[config.mk]
export PLATFORM = sky130hd
export DESIGN_NAME = qword_dma
export DESIGN_NICKNAME = d
export VERILOG_FILES = /design/src/rtl/qdma_pkg.sv /design/src/rtl/qdma_cmd_fifo.sv /design/src/rtl/qdma_mover.sv /design/src/rtl/qword_dma.sv
export SDC_FILE = /design/constraint.sdc
export NUM_CORES = 1
export LEC_CHECK = 0
export ABC_AREA = 1
export BUFFER_PORTS_ARGS = -buffer_cell sky130_fd_sc_hd__buf_2
export CORE_UTILIZATION = 30
export DETAILED_ROUTE_END_ITERATION = 6
export GPL_TIMING_DRIVEN = 0
export PLACE_DENSITY = 0.48
export SLEW_MARGIN = 10
export SYNTH_ARGS = -nofsm -noshare
export SYNTH_HDL_FRONTEND = slang
export SYNTH_HIERARCHICAL = 1
export SYNTH_SLANG_ARGS = --single-unit
[constraint.sdc]
create_clock -name clk -period 7 [get_ports clk]
set_input_delay 1.05 -clock clk [delete_from_list [all_inputs] [get_ports clk]]
set_output_delay 1.05 -clock clk [all_outputs]
set_load 0.03 [all_outputs]
[src/rtl/qdma_pkg.sv]
package qdma_pkg;

    parameter int ADDR_W    = 32;
    parameter int DATA_W    = 32;
    parameter int LEN_W     = 27;
    parameter int CHUNK_MAX = 1024;

    localparam int BYTES_W = LEN_W + 2;
    localparam int CHUNK_W = $clog2(CHUNK_MAX) + 1;
    localparam int BEAT_W  = CHUNK_W - 2;

    localparam int INT_PDONE = 12;
    localparam int INT_DONE  = 13;
    localparam int INT_OVF   = 14;
    localparam int ST_FULL   = 31;
    localparam int ST_EMPTY  = 30;

    typedef enum logic [2:0] {
        RIDX_SRC  = 3'd0,
        RIDX_DST  = 3'd1,
        RIDX_SLEN = 3'd2,
        RIDX_DLEN = 3'd3,
        RIDX_ICLR = 3'd4
    } qdma_ridx_e;

    typedef struct packed {
        logic [ADDR_W-1:0]  src;
        logic [ADDR_W-1:0]  dst;
        logic [BYTES_W-1:0] src_bytes;
        logic [BYTES_W-1:0] dst_bytes;
    } qdma_cmd_t;

    typedef enum logic [2:0] {
        MV_IDLE,
        MV_STEP,
        MV_RD,
        MV_RWAIT,
        MV_WR,
        MV_PUSH,
        MV_FIN
    } mover_state_e;

    function automatic logic [CHUNK_W-1:0] chunk_step(
        input logic [BYTES_W-1:0] s_left,
        input logic [BYTES_W-1:0] d_left,
        input logic               lp
    );
        logic [BYTES_W-1:0] m;
        m = s_left;
        if (lp && (d_left < m)) m = d_left;
        if (m > BYTES_W'(CHUNK_MAX)) m = BYTES_W'(CHUNK_MAX);
        return m[CHUNK_W-1:0];
    endfunction

endpackage

[src/rtl/qdma_cmd_fifo.sv]
module qdma_cmd_fifo
    import qdma_pkg::*;
#(
    parameter int DEPTH = 4
) (
    input  logic      clk,
    input  logic      rst,
    input  logic      push,
    input  qdma_cmd_t push_cmd,
    input  logic      pop,
    output qdma_cmd_t head,
    output logic      full,
    output logic      empty
);
    localparam int PTR_W = (DEPTH > 1) ? $clog2(DEPTH) : 1;
    localparam int CNT_W = $clog2(DEPTH + 1);

    qdma_cmd_t          slots [DEPTH];
    logic [PTR_W-1:0]   wr_ptr;
    logic [PTR_W-1:0]   rd_ptr;
    logic [CNT_W-1:0]   count;

    function automatic logic [PTR_W-1:0] bump(input logic [PTR_W-1:0] p);
        return (p == PTR_W'(DEPTH - 1)) ? '0 : p + 1'b1;
    endfunction

    always_ff @(posedge clk) begin
        if (rst) begin
            wr_ptr <= '0;
            rd_ptr <= '0;
            count  <= '0;
        end else begin
            if (push) begin
                slots[wr_ptr] <= push_cmd;
                wr_ptr        <= bump(wr_ptr);
            end
            if (pop) rd_ptr <= bump(rd_ptr);
            if (push && !pop)      count <= count + 1'b1;
            else if (pop && !push) count <= count - 1'b1;
        end
    end

    assign head  = slots[rd_ptr];
    assign full  = (count == CNT_W'(DEPTH));
    assign empty = (count == '0);

    AST_FIFO_NO_OVERRUN: assert property (@(posedge clk) disable iff (rst)
        push |-> !full);
    AST_FIFO_NO_UNDERRUN: assert property (@(posedge clk) disable iff (rst)
        pop |-> !empty);
    AST_FIFO_FLAGS_EXCL: assert property (@(posedge clk) disable iff (rst)
        !(full && empty));

endmodule

[src/rtl/qdma_mover.sv]
module qdma_mover
    import qdma_pkg::*;
(
    input  logic              clk,
    input  logic              rst,
    input  logic              cmd_avail,
    input  qdma_cmd_t         head_cmd,
    input  logic              loopback_en,
    output logic              cmd_done,
    output logic              mem_valid,
    output logic              mem_we,
    output logic [ADDR_W-1:0] mem_addr,
    output logic [DATA_W-1:0] mem_wdata,
    input  logic              mem_ready,
    input  logic              mem_rvalid,
    input  logic [DATA_W-1:0] mem_rdata,
    output logic              st_valid,
    output logic [DATA_W-1:0] st_data,
    input  logic              st_ready
);
    mover_state_e        state;
    logic [ADDR_W-1:0]   cur_src, cur_dst, rd_ptr, wr_ptr;
    logic [BYTES_W-1:0]  src_left, dst_left;
    logic                lpbk;
    logic [CHUNK_W-1:0]  chunk;
    logic [BEAT_W-1:0]   beats;
    logic [DATA_W-1:0]   data_q;
    logic [CHUNK_W-1:0]  step_now;
    logic                beat_ok;

    assign step_now = chunk_step(src_left, dst_left, lpbk);
    assign beat_ok  = ((state == MV_WR) && mem_ready) || ((state == MV_PUSH) && st_ready);

    always_ff @(posedge clk) begin
        if (rst) begin
            state    <= MV_IDLE;
            cur_src  <= '0;
            cur_dst  <= '0;
            rd_ptr   <= '0;
            wr_ptr   <= '0;
            src_left <= '0;
            dst_left <= '0;
            lpbk     <= 1'b0;
            chunk    <= '0;
            beats    <= '0;
            data_q   <= '0;
        end else begin
            case (state)
                MV_IDLE: if (cmd_avail) begin
                    cur_src  <= head_cmd.src;
                    cur_dst  <= head_cmd.dst;
                    src_left <= head_cmd.src_bytes;
                    dst_left <= head_cmd.dst_bytes;
                    lpbk     <= loopback_en;
                    state    <= MV_STEP;
                end
                MV_STEP: begin
                    if (step_now == '0) begin
                        state <= MV_FIN;
                    end else begin
                        chunk  <= step_now;
                        beats  <= step_now[CHUNK_W-1:2];
                        rd_ptr <= cur_src;
                        wr_ptr <= cur_dst;
                        state  <= MV_RD;
                    end
                end
                MV_RD: if (mem_ready) state <= MV_RWAIT;
                MV_RWAIT: if (mem_rvalid) begin
                    data_q <= mem_rdata;
                    state  <= lpbk ? MV_WR : MV_PUSH;
                end
                MV_WR, MV_PUSH: if (beat_ok) begin
                    rd_ptr <= rd_ptr + ADDR_W'(4);
                    wr_ptr <= wr_ptr + ADDR_W'(4);
                    beats  <= beats - 1'b1;
                    if (beats == BEAT_W'(1)) begin
                        cur_src  <= cur_src + ADDR_W'(chunk);
                        src_left <= src_left - BYTES_W'(chunk);
                        if (lpbk) begin
                            cur_dst  <= cur_dst + ADDR_W'(chunk);
                            dst_left <= dst_left - BYTES_W'(chunk);
                        end
                        state <= MV_STEP;
                    end else begin
                        state <= MV_RD;
                    end
                end
                MV_FIN: state <= MV_IDLE;
                default: state <= MV_IDLE;
            endcase
        end
    end

    assign mem_valid = (state == MV_RD) || (state == MV_WR);
    assign mem_we    = (state == MV_WR);
    assign mem_addr  = (state == MV_WR) ? wr_ptr : rd_ptr;
    assign mem_wdata = data_q;
    assign st_valid  = (state == MV_PUSH);
    assign st_data   = data_q;
    assign cmd_done  = (state == MV_FIN);

    AST_REQ_STABLE: assert property (@(posedge clk) disable iff (rst)
        (mem_valid && !mem_ready) |=> (mem_valid && $stable(mem_addr) && $stable(mem_we) && $stable(mem_wdata)));
    AST_ADDR_ALIGNED: assert property (@(posedge clk) disable iff (rst)
        mem_valid |-> (mem_addr[1:0] == 2'b00));
    AST_CHUNK_BOUND: assert property (@(posedge clk) disable iff (rst)
        (state == MV_RD) |-> (chunk != '0 && chunk <= CHUNK_W'(CHUNK_MAX) && chunk[1:0] == 2'b00));
    AST_NO_WRITE_OUTSIDE_LPBK: assert property (@(posedge clk) disable iff (rst)
        (mem_valid && mem_we) |-> lpbk);

endmodule

[src/rtl/qword_dma.sv]
module qword_dma
    import qdma_pkg::*;
#(
    parameter int DEPTH = 4
) (
    input  logic        clk,
    input  logic        rst,
    input  logic        reg_wr,
    input  logic [2:0]  reg_idx,
    input  logic [31:0] reg_wdata,
    input  logic        loopback_en,
    output logic        mem_valid,
    output logic        mem_we,
    output logic [31:0] mem_addr,
    output logic [31:0] mem_wdata,
    input  logic        mem_ready,
    input  logic        mem_rvalid,
    input  logic [31:0] mem_rdata,
    output logic        st_valid,
    output logic [31:0] st_data,
    input  logic        st_ready,
    output logic [31:0] status_word,
    output logic [31:0] int_status,
    output logic        irq
);
    logic [ADDR_W-1:0] r_src, r_dst;
    logic [LEN_W-1:0]  r_slen;
    logic              wr_dlen, wr_iclr;
    logic              q_push, q_pop, q_full, q_empty;
    qdma_cmd_t         new_cmd, head_cmd;
    logic              f_ovf, f_done, f_pdone;
    logic              unused_wdata;

    assign wr_dlen = reg_wr && (reg_idx == RIDX_DLEN);
    assign wr_iclr = reg_wr && (reg_idx == RIDX_ICLR);
    assign q_push  = wr_dlen && !q_full;

    always_ff @(posedge clk) begin
        if (rst) begin
            r_src  <= '0;
            r_dst  <= '0;
            r_slen <= '0;
        end else if (reg_wr) begin
            case (reg_idx)
                RIDX_SRC:  r_src  <= reg_wdata;
                RIDX_DST:  r_dst  <= reg_wdata;
                RIDX_SLEN: r_slen <= reg_wdata[LEN_W-1:0];
                default: ;
            endcase
        end
    end

    always_comb begin
        new_cmd.src       = {r_src[ADDR_W-1:2], 2'b00};
        new_cmd.dst       = {r_dst[ADDR_W-1:2], 2'b00};
        new_cmd.src_bytes = {r_slen, 2'b00};
        new_cmd.dst_bytes = {reg_wdata[LEN_W-1:0], 2'b00};
    end

    assign unused_wdata = ^reg_wdata[31:LEN_W];

    qdma_cmd_fifo #(.DEPTH(DEPTH)) u_queue (
        .clk      (clk),
        .rst      (rst),
        .push     (q_push),
        .push_cmd (new_cmd),
        .pop      (q_pop),
        .head     (head_cmd),
        .full     (q_full),
        .empty    (q_empty)
    );

    qdma_mover u_mover (
        .clk         (clk),
        .rst         (rst),
        .cmd_avail   (!q_empty),
        .head_cmd    (head_cmd),
        .loopback_en (loopback_en),
        .cmd_done    (q_pop),
        .mem_valid   (mem_valid),
        .mem_we      (mem_we),
        .mem_addr    (mem_addr),
        .mem_wdata   (mem_wdata),
        .mem_ready   (mem_ready),
        .mem_rvalid  (mem_rvalid),
        .mem_rdata   (mem_rdata),
        .st_valid    (st_valid),
        .st_data     (st_data),
        .st_ready    (st_ready)
    );

    always_ff @(posedge clk) begin
        if (rst) begin
            f_ovf   <= 1'b0;
            f_done  <= 1'b0;
            f_pdone <= 1'b0;
        end else begin
            f_ovf   <= (wr_dlen && q_full) || (f_ovf   && !(wr_iclr && reg_wdata[INT_OVF]));
            f_done  <= q_pop               || (f_done  && !(wr_iclr && reg_wdata[INT_DONE]));
            f_pdone <= q_pop               || (f_pdone && !(wr_iclr && reg_wdata[INT_PDONE]));
        end
    end

    always_comb begin
        int_status            = '0;
        int_status[INT_OVF]   = f_ovf;
        int_status[INT_DONE]  = f_done;
        int_status[INT_PDONE] = f_pdone;
        status_word           = '0;
        status_word[ST_FULL]  = q_full;
        status_word[ST_EMPTY] = q_empty;
    end

    assign irq = f_ovf || f_done || f_pdone;

    AST_DONE_FLAGS: assert property (@(posedge clk) disable iff (rst)
        q_pop |=> (int_status[INT_DONE] && int_status[INT_PDONE]));
    AST_OVF_FLAG: assert property (@(posedge clk) disable iff (rst)
        (wr_dlen && q_full) |=> int_status[INT_OVF]);
    AST_FULL_HOLDS_ON_DROP: assert property (@(posedge clk) disable iff (rst)
        (wr_dlen && q_full && !q_pop) |=> status_word[ST_FULL]);

endmodule

# --- Word level (Yosys, flattened, before mapping) ---
# Memory sizes are Yosys's and may differ from the RTL's. A register that Yosys moved wholly into a read port is not among the register bits.
# Cells that the tools add are included.
op_classes:
  eq_ne: 21
  bitwise: 2
  addsub: 11
  n_lt_le_gt_ge: 2
  n_reduce_logical: 46
  mux: 47
op_table:
  columns: ["op", "n"]
  rows:
  - ["32-bit 2-to-1 mux", 12]
  - ["32-bit case mux with 2 select lines", 4]
  - ["29-bit 2-to-1 mux", 8]
  - ["29-bit case mux with 2 select lines", 2]
  - ["32-bit by 11-bit adder with 32-bit output", 2]
  - ["32-bit by 3-bit adder with 32-bit output, second input constant", 2]
  - ["29-bit by 11-bit subtractor with 29-bit output", 2]
  - ["29-bit by 11-bit > comparator with 1-bit output, second input constant", 1]
  - ["29-bit less-than comparator", 1]
  - ["3-bit 2-to-1 mux", 7]
  - ["9-bit 2-to-1 mux", 2]
  - ["9-bit case mux with 2 select lines", 1]
  - ["3-bit equality test, second input constant", 5]
  - ["1-bit logical AND", 15]
  - ["3-bit case mux with 5 select lines", 1]
  - ["3-bit by 2-bit equality test with 1-bit output, second input constant", 4]
  - ["2-bit AND reduction", 6]
  - ["11-bit logical NOT", 1]
  - ["11-bit 2-to-1 mux", 1]
  - ["2-bit 2-to-1 mux", 5]
  - ["9-bit by 1-bit equality test with 1-bit output, second input constant", 1]
  - ["3-bit logical NOT", 3]
  - ["9-bit by 1-bit subtractor with 9-bit output, second input constant", 1]
  - ["2-bit != test, second input constant", 4]
  - ["other kinds (15)", 38]
word_totals:
  output_inout_bits: 164
  in_bits: 74
  mem_bits_rw: 456
  ff_bits: 343
  elab_cells: 150
  n_memories: 1
mem_list:
  columns: ["memory", "words", "width", "rd", "rd_ports_with_merged_regs", "write_ports", "line", "source"]
  rows:
  - ["u_queue.slots", 4, 114, 1, 1, 1, "qdma_cmd_fifo.sv:18", "qdma_cmd_t slots [DEPTH];"]

# --- Longest topological paths before layout ---
# Gate-level depths: netlist of the first run.
logic_depth:
  word_depth: 8
  ltp_mapped: 26
  mapped_depth_nobuf: 24

# --- Modules after synthesis ---
# Netlist of the first run, hierarchy kept.
modules_own_cells:
  columns: ["mod", "cells_each", "seq_area_each_um2", "instances", "area_per_inst_um2"]
  rows:
  - ["qdma_cmd_fifo", 1239, 14834.2, 1, 18487.7]
  - ["qdma_mover", 2742, 4844.6, 1, 17384.2]
  - ["qword_dma", 532, 1801.7, 1, 3920.0]

# --- Worst setup path before layout of the first run ---
# No wires, ideal clock.
synth_timing:
  kind: "input port to flip-flop"
  start: "in reg_idx[1]"
  end: "mem u_queue/slots[0][0] in the netlist's numbering, enable pin"
  required_time_ns: 6.395
  path_slack_ns: -0.543
  path_stages: 5
  arrival_time_ns: 6.938
  path_buffers: 1
  setup_ns: 0.605
  cell_sequence: "buf_2 nand2_1 nor4_1 nand2_1 nor2_1"
synth_via:
  elab_chain_cells: 6
synth_rtl:
  columns: ["element", "line", "source"]
  rows:
  - ["from (decl)", "qword_dma.sv:9", "input logic [2:0] reg_idx,"]
  - ["3-bit by 2-bit equality test with 1-bit output", "qword_dma.sv:34", "assign wr_dlen = reg_wr && (reg_idx == RIDX_DLEN);"]
  - ["1-bit logical AND", "qword_dma.sv:34", null]
  - ["1-bit logical AND", "qword_dma.sv:36", "assign q_push = wr_dlen && !q_full;"]
  - ["via q_push", "qword_dma.sv:29", "logic q_push, q_pop, q_full, q_empty;"]
  - ["1-bit 2-to-1 mux", "qdma_cmd_fifo.sv:33", "if (push) begin"]
  - ["1-bit 2-to-1 mux", "qdma_cmd_fifo.sv:28", "if (rst) begin"]
  - ["1-bit 2-to-1 mux (not written as such)", "qdma_cmd_fifo.sv:34", "slots[wr_ptr] <= push_cmd;"]
  - ["to (decl)", "qdma_cmd_fifo.sv:18", null]
# The timed path passes the listed nets, and every way through them passes these cells.

# --- Final worst setup path of the first run ---
layout_timing:
  start: "reg u_mover.state[2]"
  end: "out mem_addr[28]"
layout_via:
  elab_chain_cells: 2
layout_rtl:
  columns: ["element", "line", "source"]
  rows:
  - ["from (decl)", "qdma_mover.sv:21", "mover_state_e state;"]
  - ["from (signal assigned)", "qdma_mover.sv:71", "state <= lpbk ? MV_WR : MV_PUSH;"]
  - ["3-bit equality test", "qdma_mover.sv:97", "assign mem_addr = (state == MV_WR) ? wr_ptr : rd_ptr;"]
  - ["32-bit 2-to-1 mux", "qdma_mover.sv:97", null]
  - ["to (decl)", "qword_dma.sv:14", "output logic [31:0] mem_addr,"]
# Every way passes these cells.

==> flow_metrics.tcl, run 1 <==
set metrics [dict create \
    status "finished with violations" \
    violations "design-rule violations" \
    synth_top_flop_cell "edfxtp_1" \
    io-pin-count 238 \
    clock_power_share_pct 28.9 \
    vias_per_cell 4.989 \
    grt-ovfl-total 0 \
    p_comb_share_pct 34.9 \
    syn_area_um2 39790 \
    powerDensity_nw_per_um2 381.0 \
    die_w_um 366.2 \
    rows 133 \
    drv_slew 0 \
    p_sw_uw 7161 \
    htreeDepth 3 \
    worstRegToRegCells 11 \
    area_growth_pct 18.20 \
    rsz0062_at_grt "no" \
    cts-root-buf "clkbuf_16" \
    clkTransAtPathRegs_ps 60 \
    yosysUniqueCellTypes 54 \
    cp-start-kind "flop" \
    ys_seq_elements 829 \
    r2r-end "u_mover/src_left[16]" \
    synth_enable_flop_cells 488 \
    min_to "u_mover/rd_ptr[0]" \
    r2r_setup_slack_ps 3000 \
    cp_data_arrival_time_ps 3220 \
    clock_sinks 829 \
    cts_tree "yes" \
    avgSynthCellArea_um2 8.817 \
    synthArstFlopShare_pct 0 \
    hold_depth 2 \
    post_dp_cell_area_um2 43750 \
    seq_area_frac_synth_pct 53.98 \
    initial_core_util_pct 30.27 \
    worst-path-max-fanout 10 \
    critical_path_class "reg2out" \
    numPortBuffers 177 \
    setup_viol 0 \
    syn_inst 4513 \
    cts-buffers-inserted 96 \
    drt_iter0_drc 3196 \
    p_leak_uw 0.01802 \
    reg2reg_from "u_mover/state[2]" \
    die_h_um 366.2 \
    fin_nets 5062 \
    fmax_mhz 234.3 \
    grt_use_total_pct 21.61 \
    cp-end-kind "output pin" \
    fin_crit_ps 4268 \
    dieArea_um2 134100 \
    min-delay-start "u_mover/rd_ptr[0]" \
    drive_gt1_share_pct 12.40 \
    required_ps 5950 \
    cts-resized-gates 0 \
    hpwl_um 110400 \
    drtPass1Iterations 7 \
    final_area_um2 47030 \
    cap_violations 0 \
    grt_max_degree 25 \
    slew_headroom_pct 13.98 \
    worst_pin_slew_ps 1290 \
    crit_start "u_mover/state[2]" \
    yosysWarnings 6 \
    yosys.area.top_type "edfxtp_1" \
    clk_latency_ps 700 \
    wire_per_inst_um 22.17 \
    ys_top_cells_by_area "edfxtp_1, dfxtp_1, nor2_1" \
    hold_violations 0 \
    netSwitchingFraction_pct 39.96 \
    drt_drc_violations_left 2 \
    peakVddDrop_mv 0.2651 \
    routed_wl_um 149400 \
    final_antenna_net_count 0 \
    cts-hold-fix-buffers 0 \
    antenna_found_initial 10 \
    postCtsSetupBuffers 0 \
    worstHoldPathType "reg2reg" \
    place_congestion 0.9303 \
    grt_pass1_wl_um 214600 \
    fin_crit_sh_pct 60.98 \
    nFillCells 13720 \
    finClkSkew_ps 46.53 \
    power_uw 17920 \
    first_global_vias 31460 \
    num_vias 33630 \
    clockBufferDepth 3 \
    synth_top_area_share_pct 36.83 \
    seq_power_share_pct 36.2 \
    intPower_uw 10760 \
    core_area_um2 131500 \
]
## layer usage
layer | wire length, um | track usage, % | vias to the layer above
li1 | - | - | 16120
met1 | 69380 | 30.67 | 16050
met2 | 65130 | 33.34 | 1226
met3 | 10070 | 3.520 | 226
met4 | 4768 | 6.952 | 10
met5 | 67 | 0 | -
## synthesized netlist by cell type (4+ instances only)
cell,number
nor2_1,746
nand2_1,670
edfxtp_1,488
o21ai_0,412
dfxtp_1,341
inv_1,304
a21oi_1,267
nand3_1,226
clkbuf_1,139
o22ai_1,123
buf_4,120
ha_1,82
o21ai_1,72
xor2_1,65
nand4_1,64
buf_2,58
nor3_1,50
o211ai_1,36
a211oi_1,27
xnor2_1,26
a21oi_2,22
a31oi_1,22
buf_1,18
buf_6,18
nor4_1,18
o221ai_1,17
or2_2,12
inv_2,9
mux2i_1,8
nand3b_1,8
nand2_2,6
fa_1,5
a21boi_0,4
a21o_1,4
## cells by family (layout without fill, tap and decap cells)
kind of cell | Yosys count | in the layout | synth area share, %
XOR/XNOR | 91 | 91 | 2.003
AO/OA/AOI/OAI | 1016 | 1016 | 14.13
buffers and inverters | 667 | 1048 | 7.958
adder cells (fa/ha/maj) | 87 | 87 | 2.830
multiplexers | 8 | 8 | 0.2012
other | 1 | 93 | 0.009424
flip-flops | 829 | 829 | 53.98
AND/OR/NAND/NOR | 1814 | 1814 | 18.89
## how the worst max path moves through the flow
stage | to | depth (start not counted) | slack (ps)
after floorplan | u_queue/slots[0][0] | 5 | -540
after global placement | u_queue/slots[0][91] | 6 | -5920
after detailed placement | u_queue/slots[2][91] | 9 | 2860
after CTS | mem_addr[28] | 7 | 2550
after global routing | mem_addr[28] | 7 | 2490
final | mem_addr[28] | 7 | 2730
## registers in the layout, summed over array words and instances (netlist names), named ones only
register / cells
u_mover/rd_ptr: 32
u_mover/lpbk: 1
u_mover/beats: 9
f_pdone: 1
u_mover/dst_left: 29
u_queue/slots: 488
f_done: 1
r_dst: 30
u_mover/state: 3
u_mover/src_left: 29
u_mover/cur_src: 32
r_slen: 27
f_ovf: 1
u_queue/count: 3
u_mover/cur_dst: 32
u_queue/rd_ptr: 2
u_mover/chunk: 11
u_mover/wr_ptr: 32
u_queue/wr_ptr: 2
u_mover/mem_wdata: 32
r_src: 30
## area by class of cell
| type | count | area (um2) | area share (%) |
|---|---|---|---|
| Buffer | 353 | 1983 | 4.216 |
| Sequential cell | 829 | 21480 | 45.67 |
| Clock inverter | 46 | 561.8 | 1.194 |
| Antenna cell | 2 | 5.005 | 0.01064 |
| Timing Repair Buffer | 200 | 1383 | 2.940 |
| Multi-Input combinational cell | 3107 | 15520 | 33.00 |
| Clock buffer | 135 | 2719 | 5.781 |
| Tap cell | 1755 | 2196 | 4.669 |
| Inverter | 314 | 1184 | 2.517 |
## through the flow
step           TNS [ps]  utilization (%)  setup WS (ps)  cells  hold WS, ps
2_1_floorplan   -264790                -         -542.6   4603        439.2
3_3_place_gp   -2818040            32.87          -5922   6535        452.2
3_5_place_dp          0            33.28           2865   6558        457.4
4_1_cts               0            35.77           2546   6739        467.9
5_1_grt               0            35.78           2489   6740        486.9
6_report              0            35.78           2732   6741        468.4
## power by group through the flow
stage	clock (uW)	sequential, uW	combinational [uW]
3_3_place_gp	0	6550	6120
6_report	5170	6490	6260
3_5_place_dp	0	6550	6140
2_1_floorplan	0	6240	4370
4_1_cts	5280	6450	6170
5_1_grt	5470	6550	6930
## layout by cell type (no fill, tap or decap), types with 8 or more instances in the layout
master and count:
o211ai_1 36, nand3_1 226, o21ai_0 412, o221ai_1 17, ha_1 82, buf_6 19
mux2i_1 8, nand3b_1 8, nor4_1 18, nand4_1 64, a21oi_1 267, a21oi_2 22
nor2_1 742, a211oi_1 27, nand2_1 670, dfxtp_1 341, nor3_1 48, o22ai_1 123
buf_12 16, inv_1 304, clkbuf_16 96, edfxtp_1 488, buf_1 18, conb_1 91
buf_4 120, xnor2_1 26, xor2_1 65, clkbuf_8 17, inv_2 9, bufinv_16 8
a31oi_1 22, buf_2 235, clkinv_2 23, o21ai_1 72, or2_2 12, clkbuf_1 161
## critical path, stage by stage, from the launching register on
cell      delay [ps]
dfxtp_1          310
clkbuf_1         310
nand2_1          200
inv_1            190
clkbuf_1         430
buf_1            600
o21ai_0          280
buf_2            250
No activity file was read; power rests on OpenSTA's default activity.
==> run 2, diff against run 1 <==
--- a/config.mk
+++ b/config.mk
@@ -5,12 +5,12 @@
 export SDC_FILE = /design/constraint.sdc
 export NUM_CORES = 1
 export LEC_CHECK = 0
-export ABC_AREA = 1
+export ABC_AREA = 0
 export BUFFER_PORTS_ARGS = -buffer_cell sky130_fd_sc_hd__buf_2
 export CORE_UTILIZATION = 30
 export DETAILED_ROUTE_END_ITERATION = 6
 export GPL_TIMING_DRIVEN = 0
-export PLACE_DENSITY = 0.48
+export PLACE_DENSITY = 0.46
 export SLEW_MARGIN = 10
 export SYNTH_ARGS = -nofsm -noshare
 export SYNTH_HDL_FRONTEND = slang
==> constraint.sdc (replaced) <==
create_clock -name clk -period 4.15 [get_ports clk]
set_input_delay 0.6225 -clock clk [delete_from_list [all_inputs] [get_ports clk]]
set_output_delay 0.6225 -clock clk [all_outputs]
set_load 0.03 [all_outputs]
==> run 2 against run 1 <==
Net effect: the flow now finishes without violations; via count down 11%; die area down 3.9%; sequential power up 50%; critical endpoint is now st_valid; largest cell class unchanged.
==> flow_metrics.tcl, run 2 <==
set metrics [dict create \
    cp-start-kind "flop" \
    top_register "u_queue/slots" \
    final_cell_mix "edfxtp_1, nand2_1, dfxtp_1" \
    num_vias 30000 \
    numPortBuffers 177 \
    syn_inst 3347 \
    htreeDepth 3 \
    powerDensity_nw_per_um2 546.8 \
    ys_seq_elements 829 \
    drtPass1Iterations 6 \
    cp_top_family "buffers and inverters" \
    p_leak_uw 0.01496 \
    rsz0062_at_grt "no" \
    grt-ovfl-total 0 \
    drt_drc_violations_left 0 \
    postCtsSetupBuffers 0 \
    place_inst 5277 \
    first_global_vias 28570 \
    pre_cts_ws_ps -1224 \
    critPathMaxStageDelay_ps 560 \
    cts-root-buf "clkbuf_16" \
    worst_pin_slew_ps 1423 \
    die_h_um 359.0 \
    path_buf_inv 5 \
    synthArstFlopShare_pct 0 \
    cts-buffers-inserted 95 \
    synth_enable_flop_cells 488 \
    crit_chain "clkbuf_1 -> inv_1 -> nor2_4 -> buf_2 -> buf_4 -> and2_1 -> buf_2" \
    critical_path_class "reg2out" \
    stdcell_count 5455 \
    ys_top_cells_by_area "edfxtp_1, dfxtp_1, mux4_2" \
    worstHoldPathType "in2reg" \
    layout_setup_ws_ps 7.041 \
    fin_crit_sh_pct 99.83 \
    yosys.area.top_type "edfxtp_1" \
    largest_reg_flops 488 \
    yosysWarnings 6 \
    grt_max_degree 47 \
    post_dp_cell_area_um2 41850 \
    crit_top_cell "buf_2" \
    grt_pass1_wl_um 214400 \
    slew_headroom_pct 5.154 \
    layout_commonest_cell "edfxtp_1" \
    clock_sinks 829 \
    fin_crit_ps 4143 \
    setup_viol 0 \
    drt_iter0_drc 3651 \
    yosysUniqueCellTypes 89 \
    routed_wl_um 151600 \
    finClkSkew_ps 31.22 \
    synth.most_common_cell "edfxtp_1" \
    grt_use_total_pct 22.94 \
    cp_data_arrival_time_ps 3520 \
    final_area_um2 45080 \
    status "finished, final reports clean" \
    cts-hold-fix-buffers 0 \
    clockBufferDepth 3 \
    final_antenna_net_count 0 \
    rows 130 \
    core_area_um2 126100 \
    fmax_mhz 241.4 \
    synth_top_flop_cell "edfxtp_1" \
    drv_slew 0 \
    synthTopCellsByCount "edfxtp_1, nand2_1, dfxtp_1" \
    cap_violations 0 \
    hold_violations 0 \
    syn_area_um2 38230 \
    peakVddDrop_mv 0.3256 \
    clkTransAtPathRegs_ps 60 \
    dieArea_um2 128900 \
    cts_tree "yes" \
    drive_gt1_share_pct 18.47 \
    hpwl_um 109900 \
    seq_area_frac_synth_pct 56.19 \
    required_ps 3530 \
    avgSynthCellArea_um2 11.42 \
    area_growth_pct 17.93 \
    wire_per_inst_um 27.80 \
    initial_core_util_pct 30.32 \
    synth_top_area_share_pct 38.33 \
    clk_latency_ps 690 \
    cp-end-kind "output pin" \
    fin_nets 3882 \
    place_congestion 0.9818 \
    cp_slowest_cell "buf_2" \
    antenna_found_initial 7 \
    vias_per_cell 5.499 \
    worst-path-max-fanout 19 \
    io-pin-count 238 \
    die_w_um 359.0 \
]
-- run 2: changes by cell type after synthesis, sizes merged, moves of 58 or more --
cell and delta:
o22ai -95, mux4 +122, inv -229, nor2 -540, xor2 -58, nand2 -221, o21ai -386, nand3 -150
-- run 2: area by class of cell --
type / instances / area [um2]
Clock buffer: 126 / 2646
Sequential cell: 829 / 21480
Buffer: 310 / 1757
Fill cell: 12540 / 80980
Multi-Input combinational cell: 2210 / 15070
Antenna cell: 4 / 10.01
Inverter: 85 / 319.1
Timing Repair Buffer: 190 / 1196
Clock inverter: 51 / 540.5
Tap cell: 1650 / 2064
-- run 2: cell families (layout without fill, tap and decap cells) --
logic type / count (synthesis) / in the layout / synth area share (%)
mux: 173 / 173 / 8.693
simple gates: 1047 / 1047 / 12.73
compound gates: 794 / 794 / 13.59
other cells: 1 / 95 / 0.009810
buf+inv: 398 / 762 / 5.427
flops: 829 / 829 / 56.19
fa+ha+maj: 87 / 87 / 2.946
xor+xnor: 18 / 18 / 0.4124
-- run 2: worst register-to-register path: cells and delay by family (launching register included) --
family,cells,cell delay [ps]
AOI/OAI and AO/OA,2,420
and+or+nand+nor,3,790
DFF,1,350
buffers and inverters,4,2480
-- run 2: power by group --
group | switching (uW) | leakage, uW | internal (uW)
Sequential | 639 | 0.00673 | 9100
Combinational | 4410 | 0.00667 | 1950
Clock | 3600 | 0.00156 | 4950
Total | 8650 | 0.0150 | 16000
-- run 2: worst paths after layout --
| path | startpoint | cells after the start | slack, ps | end |
|---|---|---|---|---|
| setup / recovery | u_mover/state[2] | 7 | 7 | st_valid |
| hold / removal | reg_wdata[0] | 1 | 170 | u_queue/slots[3][2] |
| setup reg to reg | u_queue/count[1] | 9 | 40 | u_mover/cur_src[19] |
| hold reg to reg | u_mover/wr_ptr[0] | 2 | 450 | u_mover/wr_ptr[0] |
-- run 2: through the flow --
stage                     TNS (ps)  power [uW]  hold slack [ps]  util, %
after CTS                        0       24600            127.8    35.75
final                            0       24650            170.6    35.76
after global routing             0       25470            141.9    35.75
after detailed placement     -9498       16000            441.5    33.20
after global placement     -458030       15980            437.1    32.94
after floorplan                  0       13510            428.4        -
-- run 2: metal layers --
metal  up-vias  GRT usage [%]  part of all wire, %
li1      13250              -                    -
met1     14880          32.27                   44
met2      1524          34.72                   44
met3       349          3.733                  7.9
met4         2          10.01                  4.6
met5         -              0               0.0073
-- run 2: timing repair --
item / CTS / global route
endpoints found under the setup margin: 85 / 65
gates resized for setup: 11 / 8
pin swaps: 0 / 0
